<file path="config.mk">
export PLATFORM = sky130hd
export DESIGN_NAME = dfile_video_fetch
export DESIGN_NICKNAME = d
export VERILOG_FILES = /design/src/rtl/dvf_pkg.sv /design/src/rtl/dvf_rowctr.sv /design/src/rtl/dvf_seq.sv /design/src/rtl/dvf_shifter.sv /design/src/rtl/dfile_video_fetch.sv
export SDC_FILE = /design/constraint.sdc
export NUM_CORES = 1
export LEC_CHECK = 0
export ABC_AREA = 0
export ABC_CLOCK_PERIOD_IN_PS = 1700
export BUFFER_PORTS_ARGS = -buffer_cell sky130_fd_sc_hd__buf_2
export CORE_MARGIN = 4
export CORE_UTILIZATION = 50
export CTS_BUF_LIST = sky130_fd_sc_hd__clkbuf_8
export CTS_CLUSTER_SIZE = 10
export DETAILED_ROUTE_END_ITERATION = 16
export GPL_TIMING_DRIVEN = 0
export PLACE_DENSITY = 0.79
export SETUP_SLACK_MARGIN = 0.02
export SLEW_MARGIN = 20
export SYNTH_ARGS = -nofsm -noshare
export SYNTH_HDL_FRONTEND = slang
export SYNTH_SLANG_ARGS = --single-unit
</file>
<file path="constraint.sdc">
create_clock -name clk -period 1.7 [get_ports clk]
set_input_delay 0.255 -clock clk [delete_from_list [all_inputs] [get_ports clk]]
set_output_delay 0.255 -clock clk [all_outputs]
set_load 0.01 [all_outputs]
</file>
<file path="src/rtl/dvf_pkg.sv">
package dvf_pkg;

    // Sequencer states for one display-character fetch.
    typedef enum logic [2:0] {
        ST_IDLE   = 3'd0,
        ST_CAPT   = 3'd1,
        ST_NOP    = 3'd2,
        ST_RFSH_A = 3'd3,
        ST_RFSH_B = 3'd4
    } fetch_st_t;

    localparam int DVF_DATA_W = 8;
    localparam int DVF_ROW_W  = 3;

endpackage

</file>
<file path="src/rtl/dvf_rowctr.sv">
module dvf_rowctr #(
    parameter int ROW_W = 3
) (
    input  logic             clk,
    input  logic             rst_n,
    input  logic             hsync,
    input  logic             vsync,
    output logic [ROW_W-1:0] row
);
    logic hs_q;
    logic hs_rise;

    assign hs_rise = hsync & ~hs_q;

    always_ff @(posedge clk) begin
        if (!rst_n) begin
            hs_q <= 1'b0;
            row  <= '0;
        end else begin
            hs_q <= hsync;
            if (vsync) begin
                row <= '0;
            end else if (hs_rise) begin
                row <= row + 1'b1;
            end
        end
    end

endmodule

</file>
<file path="src/rtl/dvf_seq.sv">
module dvf_seq
    import dvf_pkg::*;
#(
    parameter int DATA_W = 8,
    localparam int CODE_W  = DATA_W - 2,
    localparam int SEL_BIT = DATA_W - 2,
    localparam int INV_BIT = DATA_W - 1
) (
    input  logic              clk,
    input  logic              rst_n,
    input  logic              cpu_rise,
    input  logic              m1_n,
    input  logic              rfsh_n,
    input  logic              halt_n,
    input  logic              a15,
    input  logic [DATA_W-1:0] data_in,
    output logic [CODE_W-1:0] code,
    output logic              inv_flag,
    output logic              nop_force,
    output logic              rfsh_win,
    output logic              load_now
);
    fetch_st_t st, st_nx;
    logic      hit;

    // A display character: upper-half opcode fetch, bit 6 clear, CPU running.
    assign hit = cpu_rise & ~m1_n & a15 & halt_n & ~data_in[SEL_BIT];

    // State register
    always_ff @(posedge clk) begin
        if (!rst_n) begin
            st <= ST_IDLE;
        end else begin
            st <= st_nx;
        end
    end

    // Next-state logic
    always_comb begin
        st_nx = st;
        unique case (st)
            ST_IDLE:   if (hit)       st_nx = ST_CAPT;
            ST_CAPT:   if (!cpu_rise) st_nx = ST_NOP;
            ST_NOP:    if (!rfsh_n)   st_nx = ST_RFSH_A;
            ST_RFSH_A: if (cpu_rise)  st_nx = ST_RFSH_B;
            ST_RFSH_B: if (cpu_rise)  st_nx = ST_IDLE;
            default:                  st_nx = ST_IDLE;
        endcase
    end

    // Outputs decoded from state
    always_comb begin
        nop_force = 1'b0;
        rfsh_win  = 1'b0;
        load_now  = 1'b0;
        unique case (st)
            ST_IDLE:   ;
            ST_CAPT:   ;
            ST_NOP:    nop_force = 1'b1;
            ST_RFSH_A: rfsh_win  = 1'b1;
            ST_RFSH_B: begin
                rfsh_win = 1'b1;
                load_now = cpu_rise;
            end
            default:   ;
        endcase
    end

    // Character latch: code bits and the inversion bit
    always_ff @(posedge clk) begin
        if (!rst_n) begin
            code     <= '0;
            inv_flag <= 1'b0;
        end else if (st == ST_IDLE && hit) begin
            code     <= data_in[CODE_W-1:0];
            inv_flag <= data_in[INV_BIT];
        end
    end

endmodule

</file>
<file path="src/rtl/dvf_shifter.sv">
module dvf_shifter #(
    parameter int DATA_W = 8
) (
    input  logic              clk,
    input  logic              rst_n,
    input  logic              load,
    input  logic [DATA_W-1:0] din,
    input  logic              inv_in,
    output logic              pixel
);
    logic [DATA_W-1:0] sreg;
    logic              inv_q;

    always_ff @(posedge clk) begin
        if (!rst_n) begin
            sreg  <= '0;
            inv_q <= 1'b0;
        end else if (load) begin
            sreg  <= din;
            inv_q <= inv_in;
        end else begin
            sreg <= {sreg[DATA_W-2:0], 1'b0};
        end
    end

    assign pixel = sreg[DATA_W-1] ^ inv_q;

endmodule

</file>
<file path="src/rtl/dfile_video_fetch.sv">
module dfile_video_fetch #(
    parameter int DATA_W = 8,
    parameter int ROW_W  = 3,
    localparam int CODE_W = DATA_W - 2,
    localparam int ADDR_W = CODE_W + ROW_W
) (
    input  logic              clk,
    input  logic              rst_n,
    input  logic              cpu_rise,
    input  logic              m1_n,
    input  logic              rfsh_n,
    input  logic              halt_n,
    input  logic              a15,
    input  logic [DATA_W-1:0] data_in,
    input  logic              hsync,
    input  logic              vsync,
    input  logic              hires_mode,
    output logic              nop_force,
    output logic [ADDR_W-1:0] vaddr,
    output logic              vaddr_oe,
    output logic              pixel
);
    logic [CODE_W-1:0] code;
    logic [ROW_W-1:0]  row;
    logic              inv_flag;
    logic              rfsh_win;
    logic              load_now;

    dvf_seq #(.DATA_W(DATA_W)) u_seq (
        .clk       (clk),
        .rst_n     (rst_n),
        .cpu_rise  (cpu_rise),
        .m1_n      (m1_n),
        .rfsh_n    (rfsh_n),
        .halt_n    (halt_n),
        .a15       (a15),
        .data_in   (data_in),
        .code      (code),
        .inv_flag  (inv_flag),
        .nop_force (nop_force),
        .rfsh_win  (rfsh_win),
        .load_now  (load_now)
    );

    dvf_rowctr #(.ROW_W(ROW_W)) u_row (
        .clk   (clk),
        .rst_n (rst_n),
        .hsync (hsync),
        .vsync (vsync),
        .row   (row)
    );

    dvf_shifter #(.DATA_W(DATA_W)) u_shf (
        .clk    (clk),
        .rst_n  (rst_n),
        .load   (load_now),
        .din    (data_in),
        .inv_in (inv_flag),
        .pixel  (pixel)
    );

    assign vaddr    = {code, row};
    assign vaddr_oe = rfsh_win & ~hires_mode;

endmodule

</file>
==> results of run 1 <==
-- routing by layer --
layer / track usage, % / vias to the layer above / share of wire [%]
li1: - / 400 / -
met2: 26.39 / 17 / 48
met5: 0 / - / 0
met3: 2.915 / 2 / 4.7
met1: 19.17 / 352 / 46
met4: 5.240 / 0 / 0.65
-- cells by family after synthesis --
| logic type | Yosys count | synth area share (%) |
|---|---|---|
| muxes | 8 | 8.568 |
| DFF | 23 | 49.26 |
| and+or+nand+nor | 43 | 24.77 |
| adders and majority gates | 1 | 1.338 |
| AOI/OAI and AO/OA | 13 | 8.434 |
| xor gates and xnor gates | 4 | 3.749 |
| buffers and inverters | 6 | 3.882 |
-- path summary, 6_finish.rpt --
kind	start	end	cells past startpoint
worst max-delay path	u_seq.st[1]$_SDFFE_PN0P_	vaddr_oe	4
worst min-delay path	hsync	u_row.hs_q$_SDFF_PN0_	2
worst max register to register	u_seq.st[0]$_SDFFE_PN0P_	u_shf.sreg[5]$_SDFF_PN0_	5
worst min register to register	u_shf.sreg[5]$_SDFF_PN0_	u_shf.sreg[6]$_SDFF_PN0_	2
-- cell usage after synthesis (2+ instances only) --
master    count  share of area, %
xor2_1        2               1.9
xnor2_1       2               1.9
nor2_1        6               2.4
and4b_1       2               2.1
a211oi_1      2               1.6
nand3_1       9               4.8
buf_2         2               1.1
mux2i_1       8               8.6
nand3b_1      2               1.6
nor2b_1       3               2.0
dfxtp_1      23                49
o21ai_1       8               4.3
nand2_1      15               6.0
nand2b_1      2               1.3
-- critical path, delay by kind of cell, from the launching register on --
| kind | cells | cell delay [ns] |
|---|---|---|
| buf+inv | 1 | 0.13 |
| simple gates | 2 | 0.31 |
| flops | 1 | 0.44 |
| compound gates | 1 | 0.11 |
-- power by group through the flow --
| stage | clock network (mW) | logic (mW) | registers [mW] |
|---|---|---|---|
| 2_1_floorplan | 0 | 0.0468 | 0.567 |
| 4_1_cts | 0.327 | 0.0830 | 0.554 |
| 3_5_place_dp | 0 | 0.0830 | 0.566 |
| 5_1_grt | 0.356 | 0.0923 | 0.555 |
| 3_3_place_gp | 0 | 0.0795 | 0.566 |
| 6_report | 0.322 | 0.0819 | 0.554 |
-- registers in the layout, indices dropped and copies added (netlist names) --
| register | flops |
|---|---|
| u_row.hs_q | 1 |
| u_row.row | 3 |
| u_seq.code | 6 |
| u_seq.inv_flag | 1 |
| u_seq.st | 3 |
| u_shf.inv_q | 1 |
| u_shf.sreg | 8 |
-- layout make-up --
cell class                      count  area (sq um)  share of cell area [%]
Clock buffer                        3         41.29                   3.587
Multi-Input combinational cell     69         437.9                   38.04
Buffer                              5         32.53                   2.826
Sequential cell                    23         460.4                   40.00
Inverter                            1         3.754                  0.3261
Clock inverter                      1         3.754                  0.3261
Tap cell                           25         31.28                   2.717
Timing Repair Buffer               28         140.1                   12.17
==> results.py, run 1 <==
metrics = {
    "timing": {
        "tns_ns": 0,
        "rsz0062_at_grt": "no",
        "period_needed_ns": 1.496,
        "finalHoldViolCount": 0,
        "slew_violations": 0,
        "finClkSkew_ns": 0.005314,
        "hold_slack_ns": 0.2279,
        "fin_ws_ns": 0.2039,
        "relSlewSlack_pct": 70.28,
        "setup_violations": 0,
        "tightest_slew_ns": 0.4458,
        "clock.fmax_mhz": 668.4,
        "finalCritPeriodShare_pct": 88.01,
    },
    "floorplanning": {
        "core_area_sq_mm": 0.001745,
        "initial_core_util_pct": 53.55,
        "die_w_microns": 51.24,
        "io_pins": 30,
        "die_area_sq_mm": 0.002625,
        "die_h_microns": 51.24,
        "num_rows": 15,
    },
    "grt": {
        "grt_pass1_vias": 717,
        "grt-ovfl-total": 0,
        "grt_max_degree": 13,
        "grt_usage_pct": 15.37,
        "grt_pass1_wl_mm": 3.049,
        "antenna_found_initial": 0,
    },
    "pwr": {
        "p_leak_nw": 0.5497,
        "sw_frac_of_total_pct": 22.18,
        "peakVddDrop_mv": 0.5646,
        "clkPwrFrac_pct": 33.6,
        "p_per_area_mw_per_mm2": 832.0,
        "fin_total_pwr_mw": 0.9577,
        "p_sw_mw": 0.2124,
        "p_int_mw": 0.7453,
        "seq_power_share_pct": 57.8,
        "comb_power_share_pct": 8.6,
    },
    "setup_path": {
        "rrSetupSlack_ns": 0.54,
        "max_stage_delay_ns": 0.44,
        "cp_cell_sequence": "nor2b_1 -> a22oi_1 -> nor2_1 -> buf_2",
        "critPathKind": "flip-flop to primary output",
        "crit_arrival_ns": 1.24,
        "startpoint_type": "flip-flop",
        "critPathMaxFanout": 6,
        "cp-end-kind": "primary output",
        "worstPathRequired_ns": 1.44,
        "crit_slowest_cell": "dfxtp_1",
    },
    "drt": {
        "ant_nets": 0,
        "dr.first_iter.drc_count": 5,
        "vias": 771,
        "routedWlPerCell_microns": 11.92,
        "dr.pass1.iters": 4,
        "drc": 0,
        "drt-total-wl_mm": 1.847,
        "routed_via_density": 4.974,
    },
    "clock_tree": {
        "cts_buffer_depth": 2,
        "root_buffer": "clkbuf_8",
        "cts_hold_repair.buffers": 0,
        "cts_sinks": 23,
        "path_clk_slew_ns": 0.07,
        "cts_setup_buffers": 0,
        "cts_tree": "done",
        "insertion_delay_ns": 0.26,
        "htreeDepth": 1,
        "cts_inserted_buffers": 3,
        "cts_resized": 0,
    },
    "logic_synthesis": {
        "synth_top_flop_cell": "dfxtp_1",
        "synth_edf_count": 0,
        "syn_avg_cell_area_sq_um": 9.537,
        "syn_area_sq_um": 934.6,
        "synthArstFlopShare_pct": 0,
        "yosys_warnings": 0,
        "yosysSeqAreaShare_pct": 49.26,
        "synth_cells": 98,
        "synth-seq-cells": 23,
        "synthDistinctLibCells": 26,
        "syn-num-nets": 117,
    },
    "placed_design": {
        "dp_hpwl_mm": 1.370,
        "dpl_cell_area_sq_mm": 0.001106,
        "place_inst": 151,
        "place_ws_ns": 0.4805,
        "port_buffers": 28,
        "place_congestion": 0.7386,
    },
    "finish": {
        "drive_gt1_share_pct": 28.46,
        "nNetsFinal": 150,
        "layout_common_cells": "30 x buf_2, 23 x dfxtp_1, 15 x nand2_1",
        "fillers": 151,
        "fin_area_sq_mm": 0.001151,
        "synthToLayoutAreaGrowth_pct": 23.16,
        "diodes": 0,
        "utilization_pct": 65.95,
        "fin_cells": 155,
        "final_common_cell": "buf_2",
    },
    "job": {
        "drv_cap": 0,
    },
    "outcome": {
        "status": "completed",
    },
    "hold_path": {
        "hp-class": "input port to flip-flop",
    },
}
Power figures use the tool's default switching activity.
==> run 2: changes to the inputs <==
--- a/config.mk
+++ b/config.mk
@@ -8,13 +8,15 @@
 export ABC_AREA = 0
 export ABC_CLOCK_PERIOD_IN_PS = 1700
 export BUFFER_PORTS_ARGS = -buffer_cell sky130_fd_sc_hd__buf_2
+export CELL_PAD_IN_SITES_DETAIL_PLACEMENT = 1
+export CELL_PAD_IN_SITES_GLOBAL_PLACEMENT = 1
 export CORE_MARGIN = 4
-export CORE_UTILIZATION = 50
+export CORE_UTILIZATION = 41
 export CTS_BUF_LIST = sky130_fd_sc_hd__clkbuf_8
 export CTS_CLUSTER_SIZE = 10
 export DETAILED_ROUTE_END_ITERATION = 16
 export GPL_TIMING_DRIVEN = 0
-export PLACE_DENSITY = 0.79
+export PLACE_DENSITY_LB_ADDON = 0.1
 export SETUP_SLACK_MARGIN = 0.02
 export SLEW_MARGIN = 20
 export SYNTH_ARGS = -nofsm -noshare
==> run 2 against run 1 <==
Sequential power is essentially flat; die area grew 18%; setup slack worse by 0.035 ns; count of clock-buffer cells in the layout unchanged; sequential share of layout area down 0.26 points; total power up 1.5%; maximum frequency down 2.3%; clock skew fell by 0.0027 ns; highest routed layer unchanged.
==> results.py, run 2 (synthesized netlist as in run 1, its figures left out) <==
metrics = {
    "floorplanning": {
        "num_rows": 17,
        "core_area_sq_mm": 0.002191,
        "io_pins": 30,
        "die_w_microns": 55.75,
        "die_h_microns": 55.75,
        "initial_core_util_pct": 42.66,
        "die_area_sq_mm": 0.003108,
    },
    "setup_path": {
        "reg2reg_from": "u_seq.st[1]$_SDFFE_PN0P_",
        "critPathKind": "flip-flop to primary output",
        "rr_worst_depth": 3,
        "rrSetupSlack_ns": 0.52,
        "crit_arrival_ns": 1.28,
        "startpoint_type": "flip-flop",
        "path_delay_family": "flip-flops",
        "max_stage_delay_ns": 0.45,
        "crit_slowest_cell": "dfxtp_1",
        "worstPathRequired_ns": 1.44,
        "cp-end-kind": "primary output",
        "cp_cell_sequence": "nor2b_2 -> a22oi_1 -> nor2_1 -> buf_2",
        "critPathBufInv": 1,
        "critPathMaxFanout": 6,
        "timing.rr.end": "u_seq.st[0]$_SDFFE_PN0P_",
    },
    "drt": {
        "ant_nets": 0,
        "dr.first_iter.drc_count": 6,
        "drt-total-wl_mm": 2.252,
        "routedWlPerCell_microns": 14.25,
        "routed_via_density": 5.025,
        "drc": 0,
        "vias": 794,
        "dr.pass1.iters": 2,
    },
    "timing": {
        "fin_ws_ns": 0.1684,
        "finClkSkew_ns": 0.002646,
        "tns_ns": 0,
        "period_needed_ns": 1.532,
        "relSlewSlack_pct": 73.47,
        "rsz0062_at_grt": "no",
        "finalCritPeriodShare_pct": 90.10,
        "finalHoldViolCount": 0,
        "tightest_slew_ns": 0.3980,
        "slew_violations": 0,
        "hold_slack_ns": 0.2291,
        "clock.fmax_mhz": 652.9,
        "setup_violations": 0,
    },
    "job": {
        "drv_cap": 0,
    },
    "outcome": {
        "status": "completed",
    },
    "clock_tree": {
        "cts_resized": 0,
        "root_buffer": "clkbuf_8",
        "cts_sinks": 23,
        "cts_tree": "done",
        "cts_inserted_buffers": 3,
        "htreeDepth": 1,
        "cts_setup_buffers": 0,
        "insertion_delay_ns": 0.26,
        "cts_buffer_depth": 2,
        "cts_hold_repair.buffers": 0,
        "path_clk_slew_ns": 0.08,
    },
    "grt": {
        "antenna_found_initial": 0,
        "grt_pass1_wl_mm": 4.050,
        "grt-ovfl-total": 0,
        "grt_usage_pct": 16.18,
        "grt_max_degree": 14,
        "grt_pass1_vias": 910,
    },
    "pwr": {
        "peakVddDrop_mv": 0.4383,
        "p_leak_nw": 0.5483,
        "fin_total_pwr_mw": 0.9724,
        "p_per_area_mw_per_mm2": 839.3,
    },
    "placed_design": {
        "place_congestion": 0.7410,
        "place_ws_ns": 0.4117,
        "port_buffers": 28,
        "place_inst": 154,
        "dpl_cell_area_sq_mm": 0.001110,
        "dp_hpwl_mm": 1.705,
    },
    "finish": {
        "layout_common_cells": "30 x buf_2, 23 x dfxtp_1, 15 x nand2_1",
        "nNetsFinal": 150,
        "reg_top3": "u_shf.sreg: 8 flops, u_seq.code: 6 flops",
        "synthToLayoutAreaGrowth_pct": 23.96,
        "fin_cells": 158,
        "regMostFlops": "u_shf.sreg",
        "final_common_cell": "buf_2",
        "fin_area_sq_mm": 0.001159,
        "utilization_pct": 52.88,
        "largest_reg_flops": 8,
        "diodes": 0,
        "drive_gt1_share_pct": 30.00,
    },
    "hold_path": {
        "holdCritStartpoint": "data_in[0]",
        "hp-class": "input port to flip-flop",
        "whs_path_depth": 3,
        "hold_end": "u_shf.sreg[0]$_SDFF_PN0_",
    },
}
run 2: where the power goes:
| group | internal (mW) | leakage [nW] | total (mW) | switching [mW] |
|---|---|---|---|---|
| logic | 0.0389 | 0.337 | 0.0851 | 0.0462 |
| registers | 0.546 | 0.186 | 0.554 | 0.00831 |
| clock network | 0.163 | 0.0255 | 0.333 | 0.170 |
run 2: routing by layer:
metal  track usage, %  vias to the layer above  part of all wire [%]
met5                0                        -                     0
met4            5.208                        0                  0.53
met3            3.712                        2                   4.8
met2            28.89                       16                    51
met1            18.92                      376                    44
li1                 -                      400                     -
run 2: worst register-to-register path, stage by stage (launching register included):
cell and delay, ns:
dfxtp_1 0.45, and4b_1 0.22, a221oi_1 0.30, a211oi_1 0.08
run 2: how the worst max path moves through the flow:
stage | startpoint | to | slack, ns | cells after the start
after floorplan | u_seq.st[1]$_SDFFE_PN0P_ | vaddr_oe | 0.59 | 3
after global placement | u_seq.st[1]$_SDFFE_PN0P_ | vaddr_oe | 0.48 | 4
after detailed placement | u_seq.st[1]$_SDFFE_PN0P_ | vaddr_oe | 0.41 | 4
after CTS | u_seq.st[1]$_SDFFE_PN0P_ | vaddr_oe | 0.11 | 4
after global routing | u_seq.st[0]$_SDFFE_PN0P_ | vaddr_oe | 0.03 | 4
final | u_seq.st[1]$_SDFFE_PN0P_ | vaddr_oe | 0.17 | 4
run 2: final cells by class:
type | count | area (sq um)
buffer | 5 | 32.53
clock buffer | 3 | 41.29
clock inverter | 1 | 5.005
fill | 277 | 1032
inverter | 1 | 3.754
multi-input combinational | 69 | 440.4
sequential | 23 | 460.4
tap | 28 | 35.03
timing repair buffer | 28 | 140.1
